==> config.mk <==
export PLATFORM = sky130hd
export DESIGN_NAME = interval_timer
export DESIGN_NICKNAME = d
export VERILOG_FILES = /design/src/rtl/tmr_pkg.sv /design/src/rtl/tmr_ctrl.sv /design/src/rtl/tmr_prescale.sv /design/src/rtl/tmr_down.sv /design/src/rtl/interval_timer.sv
export SDC_FILE = /design/constraint.sdc
export NUM_CORES = 1
export LEC_CHECK = 0
export BUFFER_PORTS_ARGS = -buffer_cell sky130_fd_sc_hd__clkbuf_2
export CAP_MARGIN = 5
export CORE_MARGIN = 2
export CORE_UTILIZATION = 50
export DETAILED_ROUTE_END_ITERATION = 10
export PLACE_DENSITY_LB_ADDON = 0.12
export SETUP_SLACK_MARGIN = 0.2
export SKIP_LAST_GASP = 1
export SYNTH_ARGS = -nofsm -noshare
export SYNTH_HDL_FRONTEND = slang
export SYNTH_SLANG_ARGS = --single-unit
==> constraint.sdc <==
create_clock -name clk -period 2.8 [get_ports clk]
set_input_delay 0.84 -clock clk [delete_from_list [all_inputs] [get_ports clk]]
set_output_delay 0.84 -clock clk [all_outputs]
set_load 0.02 [all_outputs]
==> src/rtl/tmr_pkg.sv <==
package tmr_pkg;

    localparam int SEL_W = 2;

    localparam logic [SEL_W-1:0] SEL_CTRL   = 2'd0;
    localparam logic [SEL_W-1:0] SEL_SCALE  = 2'd1;
    localparam logic [SEL_W-1:0] SEL_COUNT  = 2'd2;
    localparam logic [SEL_W-1:0] SEL_PERIOD = 2'd3;

    localparam int NUM_SEL = 1 << SEL_W;

    typedef enum logic [0:0] {
        ST_HALT = 1'b0,
        ST_RUN  = 1'b1
    } tmr_state_e;

endpackage

==> src/rtl/tmr_ctrl.sv <==
module tmr_ctrl
    import tmr_pkg::*;
(
    input  logic clk,
    input  logic rst_n,
    input  logic ctl_wr,
    input  logic ctl_bit,
    output logic run
);

    tmr_state_e state_q;
    tmr_state_e state_d;

    // state register
    always_ff @(posedge clk or negedge rst_n) begin
        if (!rst_n) begin
            state_q <= ST_HALT;
        end else begin
            state_q <= state_d;
        end
    end

    // next-state logic
    always_comb begin
        state_d = state_q;
        unique case (state_q)
            ST_HALT: if (ctl_wr && ctl_bit)  state_d = ST_RUN;
            ST_RUN:  if (ctl_wr && !ctl_bit) state_d = ST_HALT;
            default: state_d = ST_HALT;
        endcase
    end

    // outputs
    always_comb begin
        run = 1'b0;
        unique case (state_q)
            ST_HALT: run = 1'b0;
            ST_RUN:  run = 1'b1;
            default: run = 1'b0;
        endcase
    end

endmodule

==> src/rtl/tmr_prescale.sv <==
module tmr_prescale #(
    parameter int SCL_W = 8
) (
    input  logic             clk,
    input  logic             rst_n,
    input  logic             run,
    input  logic             restart,
    input  logic [SCL_W-1:0] scale,
    output logic             tick
);

    localparam logic [SCL_W-1:0] PH_ONE = SCL_W'(1);

    logic [SCL_W-1:0] phase_q;

    // a phase at or above the divide value fires, so lowering the
    // divide value below the current phase fires on the next cycle
    assign tick = run && !restart && (phase_q >= scale);

    always_ff @(posedge clk or negedge rst_n) begin
        if (!rst_n) begin
            phase_q <= '0;
        end else if (restart) begin
            phase_q <= '0;
        end else if (run) begin
            if (tick) phase_q <= '0;
            else      phase_q <= phase_q + PH_ONE;
        end
    end

endmodule

==> src/rtl/tmr_down.sv <==
module tmr_down #(
    parameter int CNT_W = 16
) (
    input  logic             clk,
    input  logic             rst_n,
    input  logic             tick,
    input  logic             load_en,
    input  logic [CNT_W-1:0] load_val,
    input  logic [CNT_W-1:0] period,
    output logic [CNT_W-1:0] count_q,
    output logic             irq_q
);

    localparam logic [CNT_W-1:0] C_ONE = CNT_W'(1);

    logic expire;

    // a step at 1 (or at 0 after a direct load of 0) reloads
    assign expire = tick && !load_en && (count_q <= C_ONE);

    always_ff @(posedge clk or negedge rst_n) begin
        if (!rst_n) begin
            count_q <= '0;
            irq_q   <= 1'b0;
        end else begin
            irq_q <= expire;
            if (load_en) begin
                count_q <= load_val;
            end else if (expire) begin
                count_q <= period;
            end else if (tick) begin
                count_q <= count_q - C_ONE;
            end
        end
    end

endmodule

==> src/rtl/interval_timer.sv <==
module interval_timer
    import tmr_pkg::*;
#(
    parameter int CNT_W = 16,
    parameter int SCL_W = 8
) (
    input  logic             clk,
    input  logic             rst_n,
    input  logic             wr_en,
    input  logic [1:0]       wr_sel,
    input  logic [CNT_W-1:0] wr_data,
    output logic             irq_o,
    output logic [CNT_W-1:0] count_o,
    output logic             run_o
);

    logic [NUM_SEL-1:0] hit;
    logic [SCL_W-1:0]   scale_q;
    logic [CNT_W-1:0]   period_q;
    logic               run;
    logic               tick;

    // one-hot write decode
    for (genvar i = 0; i < NUM_SEL; i++) begin : g_dec
        assign hit[i] = wr_en && (wr_sel == SEL_W'(i));
    end

    always_ff @(posedge clk or negedge rst_n) begin
        if (!rst_n) begin
            scale_q  <= '0;
            period_q <= '0;
        end else begin
            if (hit[SEL_SCALE])  scale_q  <= wr_data[SCL_W-1:0];
            if (hit[SEL_PERIOD]) period_q <= wr_data;
        end
    end

    tmr_ctrl u_ctrl (
        .clk     (clk),
        .rst_n   (rst_n),
        .ctl_wr  (hit[SEL_CTRL]),
        .ctl_bit (wr_data[0]),
        .run     (run)
    );

    tmr_prescale #(.SCL_W(SCL_W)) u_pre (
        .clk     (clk),
        .rst_n   (rst_n),
        .run     (run),
        .restart (hit[SEL_COUNT]),
        .scale   (scale_q),
        .tick    (tick)
    );

    tmr_down #(.CNT_W(CNT_W)) u_cnt (
        .clk      (clk),
        .rst_n    (rst_n),
        .tick     (tick),
        .load_en  (hit[SEL_COUNT]),
        .load_val (wr_data),
        .period   (period_q),
        .count_q  (count_o),
        .irq_q    (irq_o)
    );

    assign run_o = run;

endmodule

# After elaboration in Yosys (flattened, before gate mapping)

Cells that the tools add are included.
Widths: inputs -> output; s select.

Bits in registers: 50
Bits of input ports: 21
Output and inout bits: 18
Word-level logic and storage cells: 39

Add/sub/neg operators: 2
Bitwise operators: 1
$lt $le $gt $ge: 2
Equal/unequal tests: 3
Reduce and logical (&&, ||, !) cells: 15
Mux-type cells: 10

Operators with widths:

| cell                  | number |
|---|---|
| $mux 16               | 3 |
| $mux 8                | 3 |
| $le 16x1->1 const B   | 1 |
| $sub 16x1->16 const B | 1 |
| $logic_and 1x1->1     | 10 |
| $add 8x1->8 const B   | 1 |
| $ge 8x8->1            | 1 |
| $eq 2x2->1 const B    | 2 |
| $pmux 1 s2            | 2 |
| $reduce_bool 3->1     | 1 |
| $eq 2x1->1 const B    | 1 |
| $logic_not 1->1       | 2 |
| $logic_not 2->1       | 1 |
| $mux 1                | 2 |
| $reduce_bool 2->1     | 1 |
| $not 1->1             | 1 |

# Logic depth before layout (Yosys ltp)

Gate-level depths: netlist (run 1).

Depth in word-level cells: 9
Depth in mapped cells: 8
Gate-level depth less buffers: 7

# Hierarchy

From an unflattened synthesis (run 1), not the netlist that was laid out.

Cells, all modules: 280
Area, all modules: 2,904.0 sq um

By module, submodules not included:

| module         | times used | area each (sq um) | sequential area each (sq um) | cells an instance |
|---|---|---|---|---|
| tmr_down       | 1          | 1,246.2           | 425.4                        | 147 |
| interval_timer | 1          | 965.9             | 600.6                        | 53 |
| tmr_prescale   | 1          | 651.9             | 200.2                        | 78 |
| tmr_ctrl       | 1          | 40.0              | 25.0                         | 2 |

# Worst setup path after synthesis (run 1)

No wires, ideal clock.

Path type: flip-flop to flip-flop
Start: reg u_pre.phase_q[0]
End: reg u_cnt.count_q[2]
Stages on the path, launching flop included: 9
Setup slack: 618 ps
Data required time: 2,669 ps
Path buffers: 1
Library setup time: 131 ps
Arrival time: 2,051 ps
Clock period less this slack: 2,182 ps
Path through: dfrtp_1 -> inv_1 -> ha_1 -> nand2b_1 -> a2111o_1 -> a32oi_4 -> or2b_2 -> buf_4 -> o211ai_1

Word-level cells in the longest chain between the ends: 6
Elaborated cells on any way between the ends: 7
Classes of those cells: order compare (1); mux (2); reduce/logical (4)

Ends and longest elaborated chain:

| element                         | line               | source |
|---|---|---|
| from (decl)                     | tmr_prescale.sv:14 | `logic [SCL_W-1:0] phase_q;` |
| from (signal assigned)          | tmr_prescale.sv:27 | `else phase_q <= phase_q + PH_ONE;` |
| $ge 8x8->1 *                    | tmr_prescale.sv:18 | `assign tick = run && !restart && (phase_q >= scale);` |
| $logic_and 1x1->1 *             | tmr_prescale.sv:18 |  |
| $logic_and 1x1->1 (2 in series) | tmr_down.sv:19     | `assign expire = tick && !load_en && (count_q <= C_ONE);` |
| $mux 16                         | tmr_down.sv:29     | `end else if (expire) begin` |
| $mux 16                         | tmr_down.sv:27     | `if (load_en) begin` |
| to (signal assigned)            | tmr_down.sv:28     | `count_q <= load_val;` |
| to (signal assigned)            | tmr_down.sv:30     | `count_q <= period;` |
| to (signal assigned)            | tmr_down.sv:32     | `count_q <= count_q - C_ONE;` |
| to (decl)                       | tmr_down.sv:10     | `output logic [CNT_W-1:0] count_q,` |

Mark *: on every way between the ends. The rest lies on a longest branch, timed or not.
A chain may end at the register's enable or synchronous reset.

# Worst setup path in the final report (run 1)

Start: reg u_pre.phase_q[0]
End: reg u_cnt.count_q[14]

Same word-level chain as after synthesis.

==> results.yml, run 1 <==
place:
  hpwl_um: 4636
  portBuffers: 38
  placed_area_mm2: 0.003168
  dp_worst_setup_slack_ns: 0.5313
  gp_congestion: 0.8257
timing:
  maxSlewHeadroom_pct: 58.04
  worst_hold_slack_ns: 0.5142
  setup_viol: 0
  fin_crit_sh_pct: 81.36
  fmax_ghz: 0.4390
  finalHoldViolations: 0
  period_needed_ns: 2.278
  rsz0062_at_grt: "no"
  fin_tns_setup_ns: 0
  drv_slew: 0
  setup_ws_ns: 0.5219
  fin_worst_skew_ns: 0.008924
  worst_pin_slew_ns: 0.6294
clock_network:
  ctsResizeCount: 0
  htreeDepth: 2
  cts_hold_buf: 0
  cts_buffers: 5
  tritoncts: "built"
  cts-root-buf: "clkbuf_8"
  clock_path_buffers: 2
  numClockSinks: 50
  path_clk_slew_ns: 0.09
  post_cts_buffers: 0
  clk_latency_ns: 0.31
yosys:
  synth-seq-cells: 50
  synthTopCellsByCount: "dfrtp_1 (50), mux2_2 (25), nor2_1 (21), nand2_1 (18), nand3_1 (14)"
  synth_nets: 312
  ys_types: 59
  async_reset_ff_share_pct: 100.0
  synth_edf_count: 0
  ys_seq_area_share_pct: 42.84
  synth_top_cell_area_share_pct: 42.84
  yosysTopAreaCell: "dfrtp_1"
  syn_inst: 280
  syn-cell-area_mm2: 0.002920
  synth_ff_type: "dfrtp_1"
  ys.warnings.count: 0
  postSynthAreaPerCell_um2: 10.43
  yosysMostFrequentCell: "dfrtp_1"
  synthTopCellsByArea: "dfrtp_1 (43%), mux2_2 (9.6%), ha_1 (4.7%)"
die:
  die_area_mm2: 0.006468
  io_pins: 39
  fp-row-count: 27
  die_h_um: 80.43
  initial_core_util_pct: 52.39
  die_x_um: 80.43
  coreArea_mm2: 0.005574
power:
  p_seq_share_pct: 45.9
  switchingPower_uw: 892.7
  clkPwrFrac_pct: 19.1
  vdd_drop_max_uv: 362.5
  internal_power_uw: 1437
  p_leak_uw: 0.001506
  combinationalPowerShare_pct: 35.1
  p_per_area_mw_per_mm2: 714.7
  switching_share_pct: 38.32
critical_path:
  cp_max_fo: 17
  cp-start-kind: "flip-flop"
  end_kind: "flip-flop"
  crit_required_ns: 2.99
  crit_type: "flip-flop to flip-flop"
  cp.arrival_ns: 2.47
drt:
  avgRoutedWirePerCell_um: 16.50
  wl_um: 6486
  ant_nets: 0
  viasPerCell: 5.758
  dr.first_iter.drc_count: 181
  via_count: 2263
  drc_errors: 0
  first_pass_iters: 4
global_route:
  grt_use_total_pct: 22.25
  grt_first_pass_wirelength_um: 11110
  grt_max_degree: 51
  grt-ovfl-total: 0
  grt_pass1_vias: 2260
  antenna_found_initial: 0
final_layout:
  diodes: 0
  fin_area_mm2: 0.003259
  syn2layout_area_growth_pct: 11.61
  multiInputGateArea_mm2: 0.001546
  drive_above_1_share_pct: 28.66
  nFillCells: 515
  final_nets: 352
  seqCellArea_mm2: 0.001251
hold_path:
  min_path_type: "flip-flop to flip-flop"
run:
  cap_violations: 0
outcome:
  status: "completed"
## cell families after synthesis
| family | Yosys count | share of synthesized area [%] |
|---|---|---|
| adder cells (fa/ha/maj) | 11 | 4.713 |
| XOR/XNOR | 12 | 3.599 |
| flip-flops | 50 | 42.84 |
| buffers and inverters | 23 | 4.199 |
| AO/OA/AOI/OAI | 52 | 13.07 |
| multiplexers | 35 | 13.24 |
| AND/OR/NAND/NOR | 97 | 18.34 |
## per-layer routing
| metal | vias to the layer above | GRT usage [%] | part of all wire (%) |
|---|---|---|---|
| li1 | 1104 | - | - |
| met5 | - | 0 | 0 |
| met3 | 16 | 4.607 | 4.7 |
| met1 | 1091 | 29.22 | 45 |
| met4 | 0 | 8.644 | 2.0 |
| met2 | 52 | 36.00 | 49 |
## power groups by stage
stage | logic (uW) | clock network [uW] | registers [uW]
after floorplan | 567 | 0 | 1100
after global placement | 809 | 0 | 1070
after detailed placement | 822 | 0 | 1080
after CTS | 830 | 454 | 1070
after global routing | 923 | 483 | 1100
final | 817 | 444 | 1070
## flip-flops by register name, indices dropped and copies added, names as in the netlist, named ones only
register	count
u_pre.phase_q	8
u_cnt.irq_q	1
u_cnt.count_q	16
period_q	16
scale_q	8
## critical path: stages (launching register included)
cell and delay (ns):
dfrtp_1 0.41, inv_1 0.06, ha_1 0.26, nand2b_1 0.14
a2111o_1 0.46, a32oi_4 0.26, buf_4 0.28, mux2i_1 0.21
a21oi_1 0.08
## placed cells by master (no fill, tap or decap), types with 2 or more instances in the layout
master / count
nor4_1: 2
and3_1: 4
and2_1: 3
nand3_1: 14
inv_1: 12
ha_1: 11
o211ai_1: 8
xor2_1: 5
clkbuf_8: 6
nand3b_1: 4
clkbuf_2: 38
nor3_1: 8
or2_2: 2
nor3b_1: 3
nand2_1: 18
o21ai_0: 3
dfrtp_1: 50
o32ai_1: 2
a21oi_1: 9
o22ai_1: 5
xnor2_1: 7
a31oi_1: 3
buf_4: 6
o21ai_1: 6
a211oi_1: 2
or3_1: 4
mux2i_1: 9
nand2b_1: 2
mux2_2: 25
nor2_1: 21
## worst paths after layout
path	from	end	slack, ns	cells after the start
worst max-delay path	u_pre.phase_q[0]	u_cnt.count_q[14]	0.52	8
worst min-delay path	scale_q[1]	scale_q[1]	0.51	1
worst max register to register	u_pre.phase_q[0]	u_cnt.count_q[14]	0.52	8
worst min register to register	scale_q[1]	scale_q[1]	0.51	1
max in group asynchronous	rst_n	u_pre.phase_q[0]	1.74	2
min in group asynchronous	rst_n	period_q[8]	0.63	2
## per-stage QoR
stage          instances  utilization (%)  total power (uW)
6_report             393            58.47              2330
5_1_grt              393            58.47              2503
4_1_cts              393            58.47              2351
3_5_place_dp         385            56.84              1904
3_3_place_gp         385            56.84              1881
2_1_floorplan        280                -              1668
## layout make-up
class	instances	area share, %
Multi-Input combinational cell	207	47.45
Sequential cell	50	38.39
Timing Repair Buffer	44	7.217
Tap cell	72	2.764
Clock buffer	7	2.649
Inverter	12	1.382
Clock inverter	1	0.1536
Power figures use the tool's default switching activity.
==> inputs of run 2 (changes only) <==
--- a/config.mk
+++ b/config.mk
@@ -5,6 +5,7 @@
 export SDC_FILE = /design/constraint.sdc
 export NUM_CORES = 1
 export LEC_CHECK = 0
+export ABC_AREA = 1
 export BUFFER_PORTS_ARGS = -buffer_cell sky130_fd_sc_hd__clkbuf_2
 export CAP_MARGIN = 5
 export CORE_MARGIN = 2
==> constraint.sdc (replaced) <==
create_clock -name clk -period 2.4 [get_ports clk]
set_input_delay 0.72 -clock clk [delete_from_list [all_inputs] [get_ports clk]]
set_output_delay 0.72 -clock clk [all_outputs]
set_load 0.02 [all_outputs]
==> run 2 against run 1 <==
Net effect: sequential power rose by 29%; synthesized cell count rose by 35%; register-to-register slack got worse by 0.06 ns; maximum frequency is 18% higher; first-iteration DRC count is 35% lower; critical endpoint is now u_cnt.count_q[5].
==> results.yml, run 2 <==
critical_path:
  end_kind: "flip-flop"
  setup.worst_path.start: "u_cnt.count_q[0]"
  r2r_slack_ns: 0.46
  worstRegToRegCells: 8
  cp_max_fo: 16
  cp-start-kind: "flip-flop"
  crit_required_ns: 2.60
  crit_type: "flip-flop to flip-flop"
  regToRegEndpoint: "u_cnt.count_q[5]"
  cp.arrival_ns: 2.13
  r2r_start: "u_cnt.count_q[0]"
clock_network:
  clk_latency_ns: 0.31
  htreeDepth: 2
  numClockSinks: 50
  path_clk_slew_ns: 0.09
  cts_hold_buf: 0
  tritoncts: "built"
  clock_path_buffers: 2
  cts-root-buf: "clkbuf_8"
  cts_buffers: 5
  ctsResizeCount: 0
  post_cts_buffers: 0
timing:
  drv_slew: 0
  finalHoldViolations: 0
  fin_crit_sh_pct: 80.75
  fin_worst_skew_ns: 0.008456
  period_needed_ns: 1.938
  setup_viol: 0
  worst_hold_slack_ns: 0.4968
  rsz0062_at_grt: "no"
  fin_tns_setup_ns: 0
  fmax_ghz: 0.5160
  maxSlewHeadroom_pct: 57.62
  worst_pin_slew_ns: 0.6357
global_route:
  grt_max_degree: 51
  grt_use_total_pct: 22.81
  grt-ovfl-total: 0
  antenna_found_initial: 0
  grt_first_pass_wirelength_um: 11490
  grt_pass1_vias: 2357
drt:
  first_pass_iters: 4
  via_count: 2555
  wl_um: 6839
  dr.first_iter.drc_count: 118
  avgRoutedWirePerCell_um: 13.84
  drc_errors: 0
  viasPerCell: 5.172
  ant_nets: 0
die:
  initial_core_util_pct: 51.53
  die_area_mm2: 0.006705
  fp-row-count: 28
  io_pins: 39
  die_x_um: 81.89
  die_h_um: 81.89
  coreArea_mm2: 0.005886
yosys:
  synth_ff_type: "dfrtp_1"
  synth_top_cell_area_share_pct: 41.25
  synth-seq-cells: 50
  synth_nets: 411
  syn_inst: 379
  yosysTopAreaCell: "dfrtp_1"
  async_reset_ff_share_pct: 100.0
  synthTopCellsByArea: "dfrtp_1 (41%), nand2_1 (13%), o21ai_0 (5.4%)"
  ys_seq_area_share_pct: 41.25
  postSynthAreaPerCell_um2: 8.002
  yosysMostFrequentCell: "nand2_1"
  ys_types: 37
  syn-cell-area_mm2: 0.003033
  synth_edf_count: 0
  synthTopCellsByCount: "nand2_1 (101), dfrtp_1 (50), inv_1 (42), o21ai_0 (33), nor2_1 (28)"
  ys.warnings.count: 0
final_layout:
  diodes: 0
  stdcell_count: 494
  drive_above_1_share_pct: 20.53
  final_nets: 450
  largestRegisters: "period_q x16, u_cnt.count_q x16"
  final_common_cell: "nand2_1"
  mostFrequentLayoutCells: "nand2_1 (101), dfrtp_1 (50), inv_1 (42)"
  syn2layout_area_growth_pct: 11.47
power:
  p_per_area_mw_per_mm2: 1024
  p_leak_uw: 0.001739
  switching_share_pct: 45.68
  combinationalPowerShare_pct: 44.6
  vdd_drop_max_uv: 552.8
  internal_power_uw: 1881
  p_seq_share_pct: 39.9
  clkPwrFrac_pct: 15.5
  p_total_uw: 3463
  switchingPower_uw: 1582
outcome:
  status: "completed"
place:
  portBuffers: 38
  gp_congestion: 0.9038
  hpwl_um: 5136
  placed_cells: 486
run:
  cap_violations: 0
hold_path:
  min_path_type: "primary input to asynchronous set/reset pin"
==> run 2: cell count changes after synthesis, moves of 7 or more <==
cell	previous run	this run
inv_1	12	42
mux2_2	25	2
mux2i_1	9	0
nand2_1	18	101
nand2_2	1	8
nand3_1	14	22
nand4_1	1	8
nor2_1	21	28
o21ai_0	3	33
==> run 2: power by group through the flow <==
stage	sequential [uW]	combinational, uW	clock (uW)
after floorplan	1480	1020	0
after CTS	1380	1550	559
after global placement	1400	1520	0
after global routing	1420	1760	585
final	1380	1540	537
after detailed placement	1400	1540	0
==> run 2: per-stage QoR <==
step / utilization (%) / cell area [um2] / setup WS [ns]
global route: 57.44 / 3381 / 0.2788
detailed placement: 55.76 / 3282 / 0.4021
floorplan: - / 3033 / 0.7035
CTS: 57.44 / 3381 / 0.4860
finish: 57.44 / 3381 / 0.4619
global placement: 55.76 / 3282 / 0.4470
==> run 2: how the worst max path moves through the flow <==
stage | to | slack [ns] | cells past startpoint
after global placement | u_pre.phase_q[4] | 0.45 | 9
after floorplan | u_cnt.count_q[1] | 0.70 | 11
after detailed placement | u_pre.phase_q[4] | 0.40 | 9
final | u_cnt.count_q[5] | 0.46 | 8
after global routing | u_cnt.count_q[1] | 0.28 | 12
after CTS | u_cnt.count_q[5] | 0.49 | 8
==> run 2: logic make-up (layout without fill, tap and decap cells) <==
kind of cell	Yosys count	in the layout	synth area share, %
AOI/OAI and AO/OA	56	56	10.23
xor gates and xnor gates	11	11	3.176
adders and majority gates	11	11	4.538
and+or+nand+nor	193	193	32.26
DFF	50	50	41.25
muxes	2	2	0.7425
buffers and inverters	56	96	7.797
==> run 2: final cells by class <==
type                    count  area [um2]
clock inverters             2       16.27
repair buffers             41       212.7
flip-flops and latches     50        1251
well taps                  75       93.84
fillers                   578        2505
clock buffers               6       82.58
multi-input cells         273        1545
inverters                  47       178.9
==> run 2: metal layers <==
metal | global-route usage, % | share of wire [%] | vias up
met4 | 7.167 | 1.8 | 0
met3 | 4.396 | 5.2 | 11
met2 | 35.53 | 45 | 66
met1 | 32.03 | 48 | 1177
met5 | 0 | 0 | -
li1 | - | - | 1301
==> run 2: worst max-delay path, stage by stage (launching register included) <==
cell and delay [ns]:
dfrtp_1 0.42, inv_1 0.11, ha_1 0.27, inv_1 0.11, a21oi_2 0.16, nand3_2 0.28, or2_0 0.30, o211ai_1 0.11
nand3_2 0.07
==> inputs of run 3 (changes only) <==
==> constraint.sdc (replaced) <==
create_clock -name clk -period 1.9 [get_ports clk]
set_input_delay 0.57 -clock clk [delete_from_list [all_inputs] [get_ports clk]]
set_output_delay 0.57 -clock clk [all_outputs]
set_load 0.02 [all_outputs]
==> run 3 against run 2 <==
Net effect: setup slack worse by 0.36 ns; register-to-register slack worse by 0.36 ns; die area stayed put; sequential share of layout area is 4.7 points lower; utilization is 8.5 points higher; via count is 7.3% higher; critical path depth is 3 higher; first-iteration DRC count is 5.9% lower; non-clock buffer count is 28 higher; largest cell class unchanged.
==> results.yml, run 3 (synthesis results as in run 2) <==
global_route:
  grt_pass1_vias: 2613
  grt-ovfl-total: 0
  grt_first_pass_wirelength_um: 11990
  grt_max_degree: 30
  antenna_found_initial: 0
  grt_use_total_pct: 23.40
drt:
  ant_nets: 0
  avgRoutedWirePerCell_um: 14.59
  drc_errors: 0
  via_count: 2741
  first_pass_iters: 4
  dr.first_iter.drc_count: 111
  wl_um: 7662
  viasPerCell: 5.221
timing:
  worst_pin_slew_ns: 0.5198
  period_needed_ns: 1.803
  fmax_ghz: 0.5546
  fin_crit_sh_pct: 94.90
  finalHoldViolations: 0
  fin_tns_setup_ns: 0
  fin_worst_skew_ns: 0.007069
  drv_slew: 0
  setup_viol: 0
  setup_ws_ns: 0.09698
  rsz0062_at_grt: "yes"
  maxSlewHeadroom_pct: 65.25
final_layout:
  syn2layout_area_growth_pct: 28.05
  stdcell_count: 525
  largestRegisters: "period_q x16, u_cnt.count_q x16"
  finish.utilization_pct: 65.99
  final_nets: 481
  diodes: 0
  drive_above_1_share_pct: 33.11
  mostFrequentLayoutCells: "nand2_1 (94), dfrtp_1 (48), clkbuf_2 (38)"
  final_common_cell: "nand2_1"
  nFillCells: 492
clock_network:
  htreeDepth: 2
  tritoncts: "built"
  cts-root-buf: "clkbuf_8"
  clk_latency_ns: 0.31
  cts_hold_buf: 0
  path_clk_slew_ns: 0.09
  numClockSinks: 50
  cts_buffers: 5
  clock_path_buffers: 2
die:
  die_x_um: 81.89
  fp-row-count: 28
  initial_core_util_pct: 51.53
  coreArea_mm2: 0.005886
  die_h_um: 81.89
  io_pins: 39
  die_area_mm2: 0.006705
critical_path:
  max_stage_delay_ns: 0.39
  setup.worst_path.start: "scale_q[5]"
  slowest_stage: "dfrtp_1"
  crit_type: "flip-flop to flip-flop"
  path_cells: "inv_2, ha_4, nand2_4, nor2_4, nand4_4, nand3_4, nand2_8, nand2_8, inv_8, nand2_2, nand3_2"
  crit_required_ns: 2.09
  cp_max_fo: 7
  cp.arrival_ns: 2.00
  cp-start-kind: "flip-flop"
  r2r_start: "scale_q[5]"
  cp_common_cell: "nand2_8"
  end_kind: "flip-flop"
place:
  dp_worst_setup_slack_ns: 0.01790
  placed_cells: 497
  portBuffers: 38
  hpwl_um: 5262
  gp_congestion: 0.8907
power:
  p_per_area_mw_per_mm2: 1269
  p_leak_uw: 0.001935
  vdd_drop_max_uv: 727.3
outcome:
  status: "completed"
hold_path:
  min_path_type: "primary input to asynchronous set/reset pin"
run:
  cap_violations: 0
[run 3: cell types whose count changed in the layout (fill, tap and decap cells not counted), sizes merged]
| cell | before | now |
|---|---|---|
| clkinvlp | 1 | 0 |
| nand2 | 111 | 113 |
| clkinv | 0 | 1 |
| buf | 3 | 31 |
| clkbuf | 44 | 45 |
[run 3: worst paths after layout]
check                      cells past startpoint  slack, ns          endpoint
setup / recovery                              11        0.1  u_cnt.count_q[2]
hold / removal                                 1       0.21       period_q[2]
setup reg to reg                              11        0.1  u_cnt.count_q[2]
hold reg to reg                                2       0.50       period_q[9]
max in group asynchronous                      2       1.16  u_pre.phase_q[6]
min in group clk                               3       0.50  u_cnt.count_q[4]
[run 3: final cells by class]
class	count	area [um2]	area share [%]
multi-input cells	275	1774	45.68
inverters	47	196.4	5.058
clock buffers	7	86.33	2.223
repair buffers	69	462.9	11.92
clock inverters	1	5.005	0.1289
flip-flops and latches	50	1254	32.28
well taps	75	93.84	2.416
repair inverters	1	11.26	0.2899
[run 3: per-layer routing]
metal | vias to the layer above | share of wire, % | global-route usage [%]
li1 | 1367 | - | -
met1 | 1294 | 46 | 32.08
met2 | 71 | 47 | 38.70
met3 | 9 | 5.9 | 3.736
met4 | 0 | 0.97 | 5.833
met5 | - | 0 | 0
[run 3: repair_timing]
item,4_1_cts,5_1_grt
buffers inserted,6,11
pin swaps,6,14
gates resized for setup,16,37
endpoints found under the setup margin,18,22
cloned,1,2
[run 3: metrics by stage]
step,total power (uW),cell area [um2],hold slack (ns)
after detailed placement,3847,3377,0.4765
after floorplan,3166,3033,0.2744
after global routing,5312,3884,0.2399
final,4928,3884,0.2091
after CTS,4644,3610,0.2268
after global placement,3825,3377,0.4699
[run 3: report_power, final]
group | switching, uW | internal [uW] | leakage (uW)
Clock | 359 | 295 | 0.0000482
Sequential | 318 | 1350 | 0.000630
Combinational | 1550 | 1060 | 0.00126
Total | 2220 | 2710 | 0.00194
[run 3: worst max-delay path: cells and delay by family, from the launching register on]
family	cells	cell delay (ns)
adder cells (fa/ha/maj)	1	0.30
AND/OR/NAND/NOR	8	0.88
flip-flops	1	0.39
buffers and inverters	2	0.12
